===== src/rtl/chan_evt_pkg.sv =====
package chan_evt_pkg;

    typedef enum logic [1:0] {
        MODE_ASYNC = 2'd0,
        MODE_BYTE  = 2'd1,
        MODE_BIT   = 2'd2,
        MODE_NONE  = 2'd3
    } chan_mode_e;

    localparam int STAT_W   = 8;
    localparam int B_UNDR   = 7;
    localparam int B_TXIDLE = 6;
    localparam int B_CTS    = 4;
    localparam int B_DCD    = 3;
    localparam int B_EV2    = 2;
    localparam int B_EV1    = 1;
    localparam int B_EV0    = 0;

    localparam logic [STAT_W-1:0] HOST_CLR_MASK = 8'b1001_1111;
    localparam logic [STAT_W-1:0] TXRST_MASK    = 8'b1100_1000;
    localparam logic [STAT_W-1:0] RXRST_MASK    = 8'b0001_0111;
    localparam logic [STAT_W-1:0] COMMON_MASK   = 8'b0101_1000;

    typedef struct packed {
        logic underrun;
        logic brk_start;
        logic brk_end;
        logic clk_miss;
        logic syn_hit;
        logic flag;
        logic abort;
        logic idle_start;
    } line_evt_t;

    typedef struct packed {
        logic              host_wr;
        logic [STAT_W-1:0] host_data;
        logic              tx_rst;
        logic              rx_rst;
        logic              txbuf_wr;
        logic              chan_clr;
    } clr_req_t;

    function automatic logic [STAT_W-1:0] valid_mask(chan_mode_e m);
        logic [STAT_W-1:0] v;
        v = COMMON_MASK;
        case (m)
            MODE_ASYNC: v = v | (8'b1 << B_EV2) | (8'b1 << B_EV1);
            MODE_BYTE:  v = v | (8'b1 << B_UNDR) | (8'b1 << B_EV2) | (8'b1 << B_EV1);
            MODE_BIT:   v = v | (8'b1 << B_UNDR) | (8'b1 << B_EV2) | (8'b1 << B_EV1)
                              | (8'b1 << B_EV0);
            default:    v = COMMON_MASK;
        endcase
        return v;
    endfunction

endpackage


===== src/rtl/line_change_det.sv =====
module line_change_det #(
    parameter int NLINES = 2
) (
    input  logic              clk,
    input  logic [NLINES-1:0] lvl,
    output logic [NLINES-1:0] chg
);
    logic [NLINES-1:0] prev;

    for (genvar i = 0; i < NLINES; i++) begin : g_line
        always_ff @(posedge clk) begin
            prev[i] <= lvl[i];
        end
        assign chg[i] = lvl[i] ^ prev[i];
    end
endmodule


===== src/rtl/evt_router.sv =====
module evt_router
    import chan_evt_pkg::*;
(
    input  chan_mode_e        mode,
    input  line_evt_t         evt,
    input  logic [1:0]        line_chg,
    output logic [STAT_W-1:0] set_vec
);
    logic [STAT_W-1:0] raw;

    always_comb begin
        raw = '0;
        raw[B_CTS] = line_chg[0];
        raw[B_DCD] = line_chg[1];
        case (mode)
            MODE_ASYNC: begin
                raw[B_EV2] = evt.brk_start;
                raw[B_EV1] = evt.brk_end;
            end
            MODE_BYTE: begin
                raw[B_UNDR] = evt.underrun;
                raw[B_EV2]  = evt.clk_miss;
                raw[B_EV1]  = evt.syn_hit;
            end
            MODE_BIT: begin
                raw[B_UNDR] = evt.underrun;
                raw[B_EV2]  = evt.abort;
                raw[B_EV1]  = evt.idle_start;
                raw[B_EV0]  = evt.flag;
            end
            default: ;
        endcase
        set_vec = raw & valid_mask(mode);
    end
endmodule


===== src/rtl/clr_router.sv =====
module clr_router
    import chan_evt_pkg::*;
(
    input  clr_req_t          req,
    output logic [STAT_W-1:0] clr_vec
);
    always_comb begin
        clr_vec = '0;
        if (req.host_wr)  clr_vec = clr_vec | (req.host_data & HOST_CLR_MASK);
        if (req.tx_rst)   clr_vec = clr_vec | TXRST_MASK;
        if (req.rx_rst)   clr_vec = clr_vec | RXRST_MASK;
        if (req.txbuf_wr) clr_vec[B_TXIDLE] = 1'b1;
        if (req.chan_clr) clr_vec = '1;
    end
endmodule


===== src/rtl/chan_evt_status.sv =====
module chan_evt_status
    import chan_evt_pkg::*;
(
    input  logic       clk,
    input  logic       rst,
    input  logic [1:0] mode,
    input  logic       reg_sel,
    input  logic       reg_wr,
    input  logic [7:0] reg_wdata,
    output logic [7:0] reg_rdata,
    input  logic [7:0] irq_mask,
    output logic       irq,
    input  logic       tx_rst_cmd,
    input  logic       rx_rst_cmd,
    input  logic       txbuf_wr,
    input  logic       chan_rst_cmd,
    input  logic       stop_mode,
    input  logic       tx_idle,
    input  logic       cts_lvl,
    input  logic       dcd_lvl,
    input  logic       ev_underrun,
    input  logic       ev_brk_start,
    input  logic       ev_brk_end,
    input  logic       ev_clk_miss,
    input  logic       ev_syn_hit,
    input  logic       ev_flag,
    input  logic       ev_abort,
    input  logic       ev_idle_start
);
    chan_mode_e        cur_mode;
    logic [STAT_W-1:0] vmask, set_vec, clr_vec, stat, nxt;
    logic [1:0]        line_chg;
    line_evt_t         evt;
    clr_req_t          creq;
    logic              host_wr;

    assign cur_mode = chan_mode_e'(mode);
    assign vmask    = valid_mask(cur_mode);
    assign host_wr  = reg_sel & reg_wr;

    assign evt = '{underrun: ev_underrun, brk_start: ev_brk_start, brk_end: ev_brk_end,
                   clk_miss: ev_clk_miss, syn_hit: ev_syn_hit, flag: ev_flag,
                   abort: ev_abort, idle_start: ev_idle_start};

    assign creq = '{host_wr: host_wr, host_data: reg_wdata, tx_rst: tx_rst_cmd,
                    rx_rst: rx_rst_cmd, txbuf_wr: txbuf_wr,
                    chan_clr: chan_rst_cmd | stop_mode};

    line_change_det #(.NLINES(2)) u_lines (
        .clk (clk),
        .lvl ({dcd_lvl, cts_lvl}),
        .chg (line_chg)
    );

    evt_router u_route (
        .mode     (cur_mode),
        .evt      (evt),
        .line_chg (line_chg),
        .set_vec  (set_vec)
    );

    clr_router u_clr (
        .req     (creq),
        .clr_vec (clr_vec)
    );

    // Latched bits: a set beats a clear; bit 6 follows the idle level.
    always_comb begin
        nxt = ((stat & ~clr_vec) | set_vec) & vmask;
        nxt[B_TXIDLE] = tx_idle & ~clr_vec[B_TXIDLE];
    end

    always_ff @(posedge clk) begin
        if (rst) stat <= '0;
        else     stat <= nxt;
    end

    assign reg_rdata = reg_sel ? (stat & vmask) : '0;
    assign irq       = |(stat & vmask & irq_mask);

    // ---------------- assertions ----------------
    assert_w1c_cts_R3: assert property (@(posedge clk) disable iff (rst)
        (host_wr && reg_wdata[B_CTS] && !line_chg[0]) |=> !stat[B_CTS]);

    assert_sticky_cts_R2: assert property (@(posedge clk) disable iff (rst)
        (stat[B_CTS] && !(host_wr && reg_wdata[B_CTS]) && !rx_rst_cmd
         && !chan_rst_cmd && !stop_mode) |=> stat[B_CTS]);

    assert_set_wins_R10: assert property (@(posedge clk) disable iff (rst)
        set_vec[B_UNDR] |=> stat[B_UNDR]);

    assert_txbuf_idle_R7: assert property (@(posedge clk) disable iff (rst)
        txbuf_wr |=> !stat[B_TXIDLE]);

    assert_txrst_R4: assert property (@(posedge clk) disable iff (rst)
        (tx_rst_cmd && !set_vec[B_UNDR] && !set_vec[B_DCD])
        |=> (!stat[B_UNDR] && !stat[B_TXIDLE] && !stat[B_DCD]));

    assert_rxrst_R5: assert property (@(posedge clk) disable iff (rst)
        (rx_rst_cmd && (set_vec & RXRST_MASK) == '0) |=> ((stat & RXRST_MASK) == '0));

    assert_chan_clear_R6: assert property (@(posedge clk) disable iff (rst)
        ((chan_rst_cmd || stop_mode) && set_vec == '0) |=> (stat == '0));

    assert_irq_source_R11: assert property (@(posedge clk) disable iff (rst)
        irq |-> (stat != '0));
endmodule


===== config.mk =====
export PLATFORM = sky130hd
export DESIGN_NAME = chan_evt_status
export DESIGN_NICKNAME = d
export VERILOG_FILES = /design/src/rtl/chan_evt_pkg.sv /design/src/rtl/line_change_det.sv /design/src/rtl/evt_router.sv /design/src/rtl/clr_router.sv /design/src/rtl/chan_evt_status.sv
export SDC_FILE = /design/constraint.sdc
export NUM_CORES = 1
export LEC_CHECK = 0
export BUFFER_PORTS_ARGS = -buffer_cell sky130_fd_sc_hd__buf_4
export CORE_MARGIN = 2
export CORE_UTILIZATION = 32
export CTS_CLUSTER_DIAMETER = 50
export CTS_CLUSTER_SIZE = 16
export DETAILED_ROUTE_END_ITERATION = 8
export PLACE_DENSITY = 0.77
export SKIP_LAST_GASP = 1
export SLEW_MARGIN = 25
export SYNTH_ARGS = -nofsm -noshare
export SYNTH_HDL_FRONTEND = slang
export SYNTH_SLANG_ARGS = --single-unit

===== constraint.sdc =====
create_clock -name clk -period 0.8 [get_ports clk]
set_input_delay 0.04 -clock clk [delete_from_list [all_inputs] [get_ports clk]]
set_output_delay 0.04 -clock clk [all_outputs]
set_load 0.05 [all_outputs]

==> metrics.cfg <==
[run_status]
run_status=finished with violations
violations=negative setup slack

[placement]
gp_congestion=0.724
io_buffers=42
place_inst=117
hpwl_microns=1400

[floorplan]
num_rows=14
die_y_microns=44.1
ios=47
die-area_sq_um=1950
fp.dieW_microns=44.1
core_sq_um=1510
initial_utilization=0.342

[sta]
report.final.slew_viol_count=0
layout_setup_ws_ns=-0.605
period_minus_slack_ns=1.40
grt_setup_unrepaired=true
fin_skew_ns=0.000158
max_freq_mhz=712
min_period_over_period=1.76
hold_violations=0
report.final.setup_viol=10

[cts]
cts.sinks=9
numCtsBuffers=3
clock_latency_ns=0.28
clk_pin_slew_ns=0.06
cts_tree=done
htreeDepth=1
clockBufferDepth=2
cts-root-buf=clkbuf_4

[detailed_routing]
routed_wl_microns=1920
drtIter0Drc=12
avgRoutedWirePerCell_microns=15.2
route.detailed.drc=0
via_count=667
ant_nets=0
detail_route.first_pass.iterations=4
vias_per_cell=5.29

[layout]
layout_common_cells=buf_4 (39), nand3_1 (12), buf_8 (7), dfxtp_2 (7)
final_cells=126
drive_gt1_frac=0.700
final_common_cell=buf_4
synthToLayoutAreaGrowth_pct=108
diodes=0
fillerInstances=118
fin_nets=153
fin_util=0.713

[critical_path]
crit_path_top_delay_cell=a222oi_1
path_class=flop to output pin
required_ns=0.76
cp_data_arrival_time_ns=1.36
end_kind=output pin
worstSetupStartpointType=flop
critPathMaxStageDelay_ns=0.40
crit_family=compound AO/OA/AOI/OAI gates
cp_cell_sequence=a222oi_1 > o2111ai_2 > buf_4
cp_num_buf_inv=1
cp_max_fo=2

[grt]
grt_pass1_vias=736
grt_pass1_wl_microns=3050
overflow=0
antenna_found_initial=0
grt_max_degree=14
grt.total_usage=0.218

[synth]
yosysSeqAreaShare=0.350
yosysUniqueCellTypes=21
synth_seq_cells=9
yosys_warnings=0
synth.avg_cell_area_sq_um=9.21
syn_area_sq_um=515
synth_nets=98
syn-instance-count=56

[power]
p_comb_frac=0.347
internal_power_w=0.000925
p_switching_w=0.000414
p_seq_frac=0.368
power_leakage_nw=0.494
power-per-cell-area_nw_per_um2=1250
p_sw_frac=0.309
clockPowerShare=0.285
vdd_drop_max_mv=0.950

[run]
drv_cap=0

[min_path]
hp-class=input pin to flop

[sequential cells by signal, summed over array words and instances, names as in the netlist]
signal and flops:
stat 7, u_lines.prev 2
[power groups by stage]
stage / registers (W) / logic, W / clock network [W]
after floorplan: 0.000494 / 0.000174 / 0
after global placement: 0.000494 / 0.000385 / 0
after detailed placement: 0.000496 / 0.000394 / 0
after CTS: 0.000492 / 0.000439 / 0.000384
after global routing: 0.000495 / 0.000494 / 0.000421
final: 0.000493 / 0.000465 / 0.000382
[what timing repair did]
item                       4_1_cts  5_1_grt
hold buffers                     3        0
pin swaps                        2        4
gates resized for setup         28        8
hold endpoints to repair         8        0
buffers inserted                 1        2
setup endpoints to repair        9       11
[stage by stage]
step / total power, W / setup slack [ns] / TNS, ns / hold slack, ns / instance area, sq um
4_1_cts: 0.00131 / -0.608 / -2.17 / 0.00549 / 1030
6_report: 0.00134 / -0.605 / -2.22 / 0.00687 / 1070
3_3_place_gp: 0.000879 / -0.246 / -0.848 / 0.161 / 890
2_1_floorplan: 0.000668 / -0.274 / -0.274 / 0.0677 / 529
3_5_place_dp: 0.000890 / -0.314 / -1.07 / 0.163 / 890
5_1_grt: 0.00141 / -0.706 / -2.59 / 0.00424 / 1070
[path summary, 6_finish.rpt]
kind,start,cells past startpoint,end,slack [ns]
worst min-delay path,tx_idle,2,stat[6],0.007
worst max-delay path,stat[3],3,irq,-0.60
worst min register to register,u_lines.prev[1],2,stat[3],0.53
worst max register to register,stat[1],4,stat[1],-0.04
[Yosys cell counts]
library cell,instances,share of area
and2_1,3,0.036
dfxtp_1,9,0.35
nor3_2,1,0.019
nor3_4,1,0.032
a211oi_1,2,0.029
nand3_1,12,0.12
a222oi_1,3,0.058
a21oi_1,2,0.019
buf_2,1,0.0097
buf_4,1,0.015
and3b_1,2,0.034
ha_1,4,0.097
inv_1,2,0.015
conb_1,1,0.0073
nor3b_1,2,0.029
a31oi_1,2,0.024
and3_1,3,0.036
xnor2_1,2,0.034
o2111ai_1,1,0.017
a22oi_1,1,0.015
nor2_1,1,0.0073
[final cells by class]
cell class                      count  area [sq um]  share of cell area
Timing Repair Buffer               52           462               0.430
Multi-Input combinational cell     43           370               0.345
Sequential cell                     9           189               0.176
Clock buffer                        4          26.3              0.0244
Tap cell                           16          20.0              0.0186
Inverter                            2          7.51             0.00698
[worst reg2reg max path: stages (launching register included)]
cell,delay (ns)
dfxtp_2,0.34
buf_6,0.09
buf_4,0.09
nand3_1,0.07
a211oi_2,0.18
[cells by family (layout without fill, tap and decap cells)]
family | after synthesis | in the layout | share of synthesized area
compound gates | 11 | 11 | 0.163
xor+xnor | 2 | 2 | 0.0340
fa+ha+maj | 4 | 4 | 0.0971
buf+inv | 4 | 58 | 0.0388
flops | 9 | 9 | 0.350
other cells | 1 | 1 | 0.00727
simple gates | 25 | 25 | 0.311
[per-layer routing]
layer | track usage | share of wire
met5 | 0 | 0
met4 | 0.139 | 0.038
met3 | 0.0776 | 0.062
met2 | 0.388 | 0.55
met1 | 0.209 | 0.35
Power figures use the tool's default switching activity.
